**src/rtl/adc_mux_reader.sv**
```systemverilog
module adc_mux_reader #(
  parameter int DIV_HALF  = 4,
  parameter int TMO_W     = 16,
  parameter int GAP_TICKS = 2
) (
  input  logic              clk,
  input  logic              rst_n,
  input  logic              req_valid,
  output logic              req_ready,
  input  logic [2:0]        req_ch,
  input  logic [TMO_W-1:0]  tmo_limit,
  output logic              adc_cs_n,
  output logic              adc_sclk,
  output logic              adc_din,
  input  logic              adc_sdo,
  output logic              smp_valid,
  output logic [23:0]       smp_value,
  output logic              smp_ovr,
  output logic              smp_und,
  output logic              smp_err,
  output logic [2:0]        smp_ch
);

  localparam int WORD = 24;
  localparam int DW   = (DIV_HALF > 1) ? $clog2(DIV_HALF) : 1;
  localparam int BW   = $clog2(WORD + 1);
  localparam logic [19:0] OVR_F = 20'h1FFFF;
  localparam logic [19:0] UND_F = 20'hE0000;

  typedef enum logic [1:0] {S_IDLE, S_POLL, S_XFER, S_GAP} st_t;

  st_t              st;
  logic [DW-1:0]    div_q;
  logic [BW-1:0]    bits_q;
  logic [TMO_W-1:0] poll_q;
  logic [3:0]       nib_q;
  logic [21:0]      sh_q;
  logic [2:0]       ch_q;
  logic             sclk_q;

  wire tick = (div_q == DW'(DIV_HALF - 1));
  wire [TMO_W:0] poll_nxt = {1'b0, poll_q} + {{TMO_W{1'b0}}, 1'b1};
  wire tmo_hit = poll_nxt >= {1'b0, tmo_limit};

  assign req_ready = (st == S_IDLE);
  assign adc_cs_n  = !(st == S_POLL || st == S_XFER);
  assign adc_sclk  = sclk_q;
  assign adc_din   = (st == S_XFER) && nib_q[3];

  wire        w_p = sh_q[21];
  wire        w_x = sh_q[20];
  wire [19:0] w_f = sh_q[19:0];
  wire [23:0] w_mag = {3'b000, w_x, w_f};
  logic [23:0] dec;

  always_comb begin
    if (w_p)                   dec = w_mag;
    else if (!w_x && w_f == 0) dec = '0;
    else                       dec = w_mag - 24'h200000;
  end

  always_ff @(posedge clk or negedge rst_n) begin
    if (!rst_n) div_q <= '0;
    else if (st == S_IDLE || tick) div_q <= '0;
    else div_q <= div_q + 1'b1;
  end

  always_ff @(posedge clk or negedge rst_n) begin
    if (!rst_n) begin
      st        <= S_IDLE;
      bits_q    <= '0;
      poll_q    <= '0;
      nib_q     <= '0;
      sh_q      <= '0;
      ch_q      <= '0;
      sclk_q    <= 1'b0;
      smp_valid <= 1'b0;
      smp_value <= '0;
      smp_ovr   <= 1'b0;
      smp_und   <= 1'b0;
      smp_err   <= 1'b0;
      smp_ch    <= '0;
    end else begin
      smp_valid <= 1'b0;
      case (st)
        S_IDLE: if (req_valid) begin
          ch_q   <= req_ch;
          nib_q  <= {1'b1, req_ch};
          poll_q <= '0;
          st     <= S_POLL;
        end
        S_POLL: if (tick) begin
          if (!adc_sdo) begin
            bits_q <= '0;
            st     <= S_XFER;
          end else if (tmo_hit) begin
            smp_valid <= 1'b1;
            smp_err   <= 1'b1;
            smp_value <= '0;
            smp_ovr   <= 1'b0;
            smp_und   <= 1'b0;
            smp_ch    <= ch_q;
            bits_q    <= '0;
            st        <= S_GAP;
          end else begin
            poll_q <= poll_nxt[TMO_W-1:0];
          end
        end
        S_XFER: if (tick) begin
          if (!sclk_q) begin
            sclk_q <= 1'b1;
            sh_q   <= {sh_q[20:0], adc_sdo};
          end else begin
            sclk_q <= 1'b0;
            nib_q  <= {nib_q[2:0], 1'b0};
            if (bits_q == BW'(WORD - 1)) begin
              smp_valid <= 1'b1;
              smp_err   <= 1'b0;
              smp_value <= dec;
              smp_ovr   <= w_p && w_x && (w_f == OVR_F);
              smp_und   <= !w_p && w_x && (w_f == UND_F);
              smp_ch    <= ch_q;
              bits_q    <= '0;
              st        <= S_GAP;
            end else begin
              bits_q <= bits_q + 1'b1;
            end
          end
        end
        default: if (tick) begin
          if (bits_q >= BW'(GAP_TICKS - 1)) st <= S_IDLE;
          else bits_q <= bits_q + 1'b1;
        end
      endcase
    end
  end

  logic       sclk_d;
  logic [5:0] rise_q;
  always_ff @(posedge clk or negedge rst_n) begin
    if (!rst_n) begin
      sclk_d <= 1'b0;
      rise_q <= '0;
    end else begin
      sclk_d <= adc_sclk;
      if (adc_cs_n) rise_q <= '0;
      else if (adc_sclk && !sclk_d) rise_q <= rise_q + 1'b1;
    end
  end


  sclk_sel_chk: assert property (@(posedge clk) disable iff (!rst_n)
    adc_sclk |-> !adc_cs_n);

  rise_count_chk: assert property (@(posedge clk) disable iff (!rst_n)
    $rose(adc_cs_n) |-> (rise_q == 6'd0 || rise_q == 6'd24));

  idle_quiet_chk: assert property (@(posedge clk) disable iff (!rst_n)
    req_ready |-> (adc_cs_n && !adc_sclk));

  valid_pulse_chk: assert property (@(posedge clk) disable iff (!rst_n)
    smp_valid |=> !smp_valid);

  clamp_excl_chk: assert property (@(posedge clk) disable iff (!rst_n)
    smp_valid |-> !(smp_ovr && smp_und));

  tmo_zero_chk: assert property (@(posedge clk) disable iff (!rst_n)
    (smp_valid && smp_err) |-> (smp_value == 24'd0 && !smp_ovr && !smp_und));

endmodule

```
**config.mk**
```make
export PLATFORM = sky130hd
export DESIGN_NAME = adc_mux_reader
export DESIGN_NICKNAME = d
export VERILOG_FILES = /design/src/rtl/adc_mux_reader.sv
export SDC_FILE = /design/constraint.sdc
export NUM_CORES = 1
export LEC_CHECK = 0
export BUFFER_PORTS_ARGS = -buffer_cell sky130_fd_sc_hd__buf_2
export CAP_MARGIN = 0
export CORE_MARGIN = 2
export CORE_UTILIZATION = 55
export DETAILED_ROUTE_END_ITERATION = 7
export PLACE_DENSITY = 0.76
export SKIP_LAST_GASP = 1
export SYNTH_ARGS = -nofsm -noshare
export SYNTH_HDL_FRONTEND = slang
export SYNTH_SLANG_ARGS = --single-unit
```
**constraint.sdc**
```tcl
create_clock -name clk -period 4.6 [get_ports clk]
set_input_delay 0.69 -clock clk [delete_from_list [all_inputs] [get_ports clk]]
set_output_delay 0.69 -clock clk [all_outputs]
set_load 0.01 [all_outputs]
```
==> run metrics <==
largest net degree at the start of global routing 85; clk sink count 84; cell taking the most area after synthesis dfrtp_1; Net Count, Synth 520; setup TNS 0 ps; Clock Path Buffers 2; vias in the first global route 3531; Worst Max-Slew Pin Slew 1050 ps; Final ANT Viol Nets 0; die area 9150 µm²; post-CTS sizing 0; Slew Limit Fails 0; Max VDD drop 0.196 mV; endpoint class of the critical path flip-flop; post-synthesis compound-gate area fraction 0.135; skew final 17.5 ps; I/O Buffers 57; Placed Cells 612; Setup WS post-layout 652 ps; CP Data Required Time 4840 ps; diodes inserted 0; row count 33; Slowest-stage cell, CP dfrtp_1; HP Class flip-flop to flip-flop; yosys warns 0; CP Data Arrival Time 4190 ps; global route total overflow 0; routability cong. 1.00; Max Fanout on Critical Path 15; average cell area after synthesis 9.77 µm²; die width 95.7 µm; top_reg_cell synth dfrtp_1; nets 565; layout cell share with drive strength beyond 1 0.237; Synth Area in Simple Gates 0.175; Area Growth Syn to Fin 11.3%; first-pass GRT wire length 16.4 mm; Vias 3647; Final min period 3950 ps; DRT iter0 DRCs 159; postcts setup bufs 0; Async S/R FF share, synth 1.00; sequential fraction of the synthesis area 0.455; H-tree depth 3; crit start category flip-flop; crit path cell chain nand3_1, nor2_1, and3_1, xor2_1, ha_1, o21ai_0, nor2_1, o311a_1, a211oi_2, buf_4, a21boi_2, o21ai_2, o41ai_2; CP dominant cell by count nor2_1; count of final hold-check violations 0; drt wl/cell 15.8 µm; Fmax 253 MHz; Tot GR Track Use 0.229; CTS Hold Bufs 0; FF+latch count, synth 84; Post-Synth Adder-Cell Area 0.0650; Post-Synthesis Cells 473; drt pass-1 iters 5; XOR/XNOR Fraction of Synth Area 0.0398; CTS buffer count 9; Final setup viols 0; CTS tree built; vias per cell 5.81; P_leak 2.61 nW; Synth area leaders dfrtp_1 (45%), mux2_2 (7.1%), ha_1 (6.5%); DPL Wire Length 7.09 mm; RSZ-0062 raised after global routing no; Initial Util 0.565; drt drc 0; final non-filler cell total 628; synthesized area 4620 µm²; core area 8180 µm²; critical path's largest stage delay 490 ps; clock-pin slew on the worst setup and hold paths 90 ps; area fraction of the dominant cell type after synthesis 0.455; Total Wirelength 9.91 mm; initial antenna violation count 0; Distinct cells, synth 56; final worst-path cycle share 0.858; Place WS 734 ps; I/O Pins 58; Worst slew margin 0.301; largest family of logic cells by synthesized area simple AND/OR/NAND/NOR gates; clk root buf clkbuf_8; worst setup path class flip-flop to flip-flop; pwr/cell area 270 nW/µm²; mux share of post-synthesis cell area 0.0793; EDFF count, synth 0; maxcap violations 0; status finished clean; Die Span Y 95.7 µm; later-pin clock latency in the skew report 360 ps
==> cell families (layout without fill, tap and decap cells) <==
kind of cell	count (synthesis)	count (layout)
AOI/OAI and AO/OA	95	95
muxes	33	33
and+or+nand+nor	166	166
xor gates and xnor gates	21	21
adders and majority gates	24	24
buffers and inverters	50	100
DFF	84	84
==> worst paths after layout <==
kind | start | end | slack, ps | depth (start not counted)
setup / recovery | poll_q[2]$_DFFE_PN0P_ | poll_q[5]$_DFFE_PN0P_ | 650 | 13
hold / removal | div_q[0]$_DFF_PN0_ | div_q[0]$_DFF_PN0_ | 440 | 1
setup reg to reg | poll_q[2]$_DFFE_PN0P_ | poll_q[5]$_DFFE_PN0P_ | 650 | 13
hold reg to reg | div_q[0]$_DFF_PN0_ | div_q[0]$_DFF_PN0_ | 440 | 1
max in group asynchronous | rst_n | poll_q[14]$_DFFE_PN0P_ | 3410 | 1
min in group asynchronous | rst_n | smp_value[12]$_DFFE_PN0P_ | 500 | 1
==> flip-flops by register name (all words and copies together) (netlist names) <==
name       count
nib_q          4
sh_q          22
smp_value     22
div_q          2
smp_ch         3
smp_und        1
poll_q        16
smp_ovr        1
smp_valid      1
st             2
bits_q         5
smp_err        1
adc_sclk       1
ch_q           3
==> worst max-delay path, delay by kind of cell, from the launching register on <==
kind / cells / cell delay (ps)
compound gates: 6 / 1570
simple gates: 4 / 1010
flops: 1 / 490
buf+inv: 1 / 320
fa+ha+maj: 1 / 270
xor+xnor: 1 / 180
==> where the power goes <==
group	internal [mW]	leakage (nW)	switching (mW)
Combinational	0.0150	1.36	0.0276
Clock	0.315	0.116	0.285
Sequential	0.741	1.14	0.00418
==> through the flow <==
step | power, mW | cell area [µm²] | util | hold slack (ps)
5_1_grt | 1.44 | 5140 | 0.629 | 455
3_3_place_gp | 0.802 | 4910 | 0.601 | 421
6_report | 1.39 | 5140 | 0.629 | 443
2_1_floorplan | 0.773 | 4620 | - | 394
4_1_cts | 1.40 | 5140 | 0.629 | 442
3_5_place_dp | 0.803 | 4910 | 0.601 | 430
==> synthesized netlist by cell type, types with 2 or more instances <==
master / instances
o21ai_1: 6
ha_1: 24
a21oi_1: 9
a211oi_2: 2
or3_1: 4
or2_2: 2
nor2_1: 20
and3_1: 4
xor2_1: 13
o211ai_1: 3
nand4_1: 11
mux2_2: 29
a211o_1: 3
a22o_1: 2
inv_1: 23
o21ai_2: 3
nand3b_1: 2
o41ai_2: 3
nand2b_1: 4
buf_6: 4
nand4_2: 2
mux2i_1: 4
a31oi_1: 6
nand2_1: 78
a211oi_1: 2
nor4_1: 5
a21o_1: 3
or4_1: 3
nor3_1: 7
xnor2_1: 8
o31ai_1: 2
dfrtp_1: 84
buf_2: 5
o21ai_0: 43
buf_1: 2
clkbuf_1: 10
nand3_1: 16
buf_4: 4
==> layout by cell type (no fill, tap or decap), drive strengths merged, types with 6 or more instances in the layout <==
| master | Yosys | final |
|---|---|---|
| nand4 | 13 | 13 |
| mux2 | 29 | 29 |
| a31oi | 6 | 6 |
| o21ai | 52 | 52 |
| nor4 | 6 | 6 |
| ha | 24 | 24 |
| xnor2 | 8 | 8 |
| nand3 | 17 | 17 |
| inv | 24 | 27 |
| nor3 | 7 | 7 |
| a21oi | 9 | 9 |
| buf | 15 | 60 |
| dfrtp | 84 | 84 |
| xor2 | 13 | 13 |
| nor2 | 20 | 20 |
| nand2 | 79 | 79 |
| clkbuf | 11 | 9 |
==> layout make-up <==
type                    instances  area (µm²)
fillers                       695        3030
multi-input cells             339        2280
flip-flops and latches         84        2100
repair buffers                 60         310
well taps                     105         131
clock buffers                   9         124
clock inverters                 7         106
inverters                      24        90.1
==> per-layer routing <==
metal / global-route usage / vias to the layer above / wire (µm)
met3: 0.0372 / 22 / 562
li1: - / 1755 / -
met4: 0.0976 / 0 / 217
met2: 0.360 / 122 / 4730
met5: 0 / - / 0
met1: 0.315 / 1748 / 4400
No activity file was read; power rests on OpenSTA's default activity.
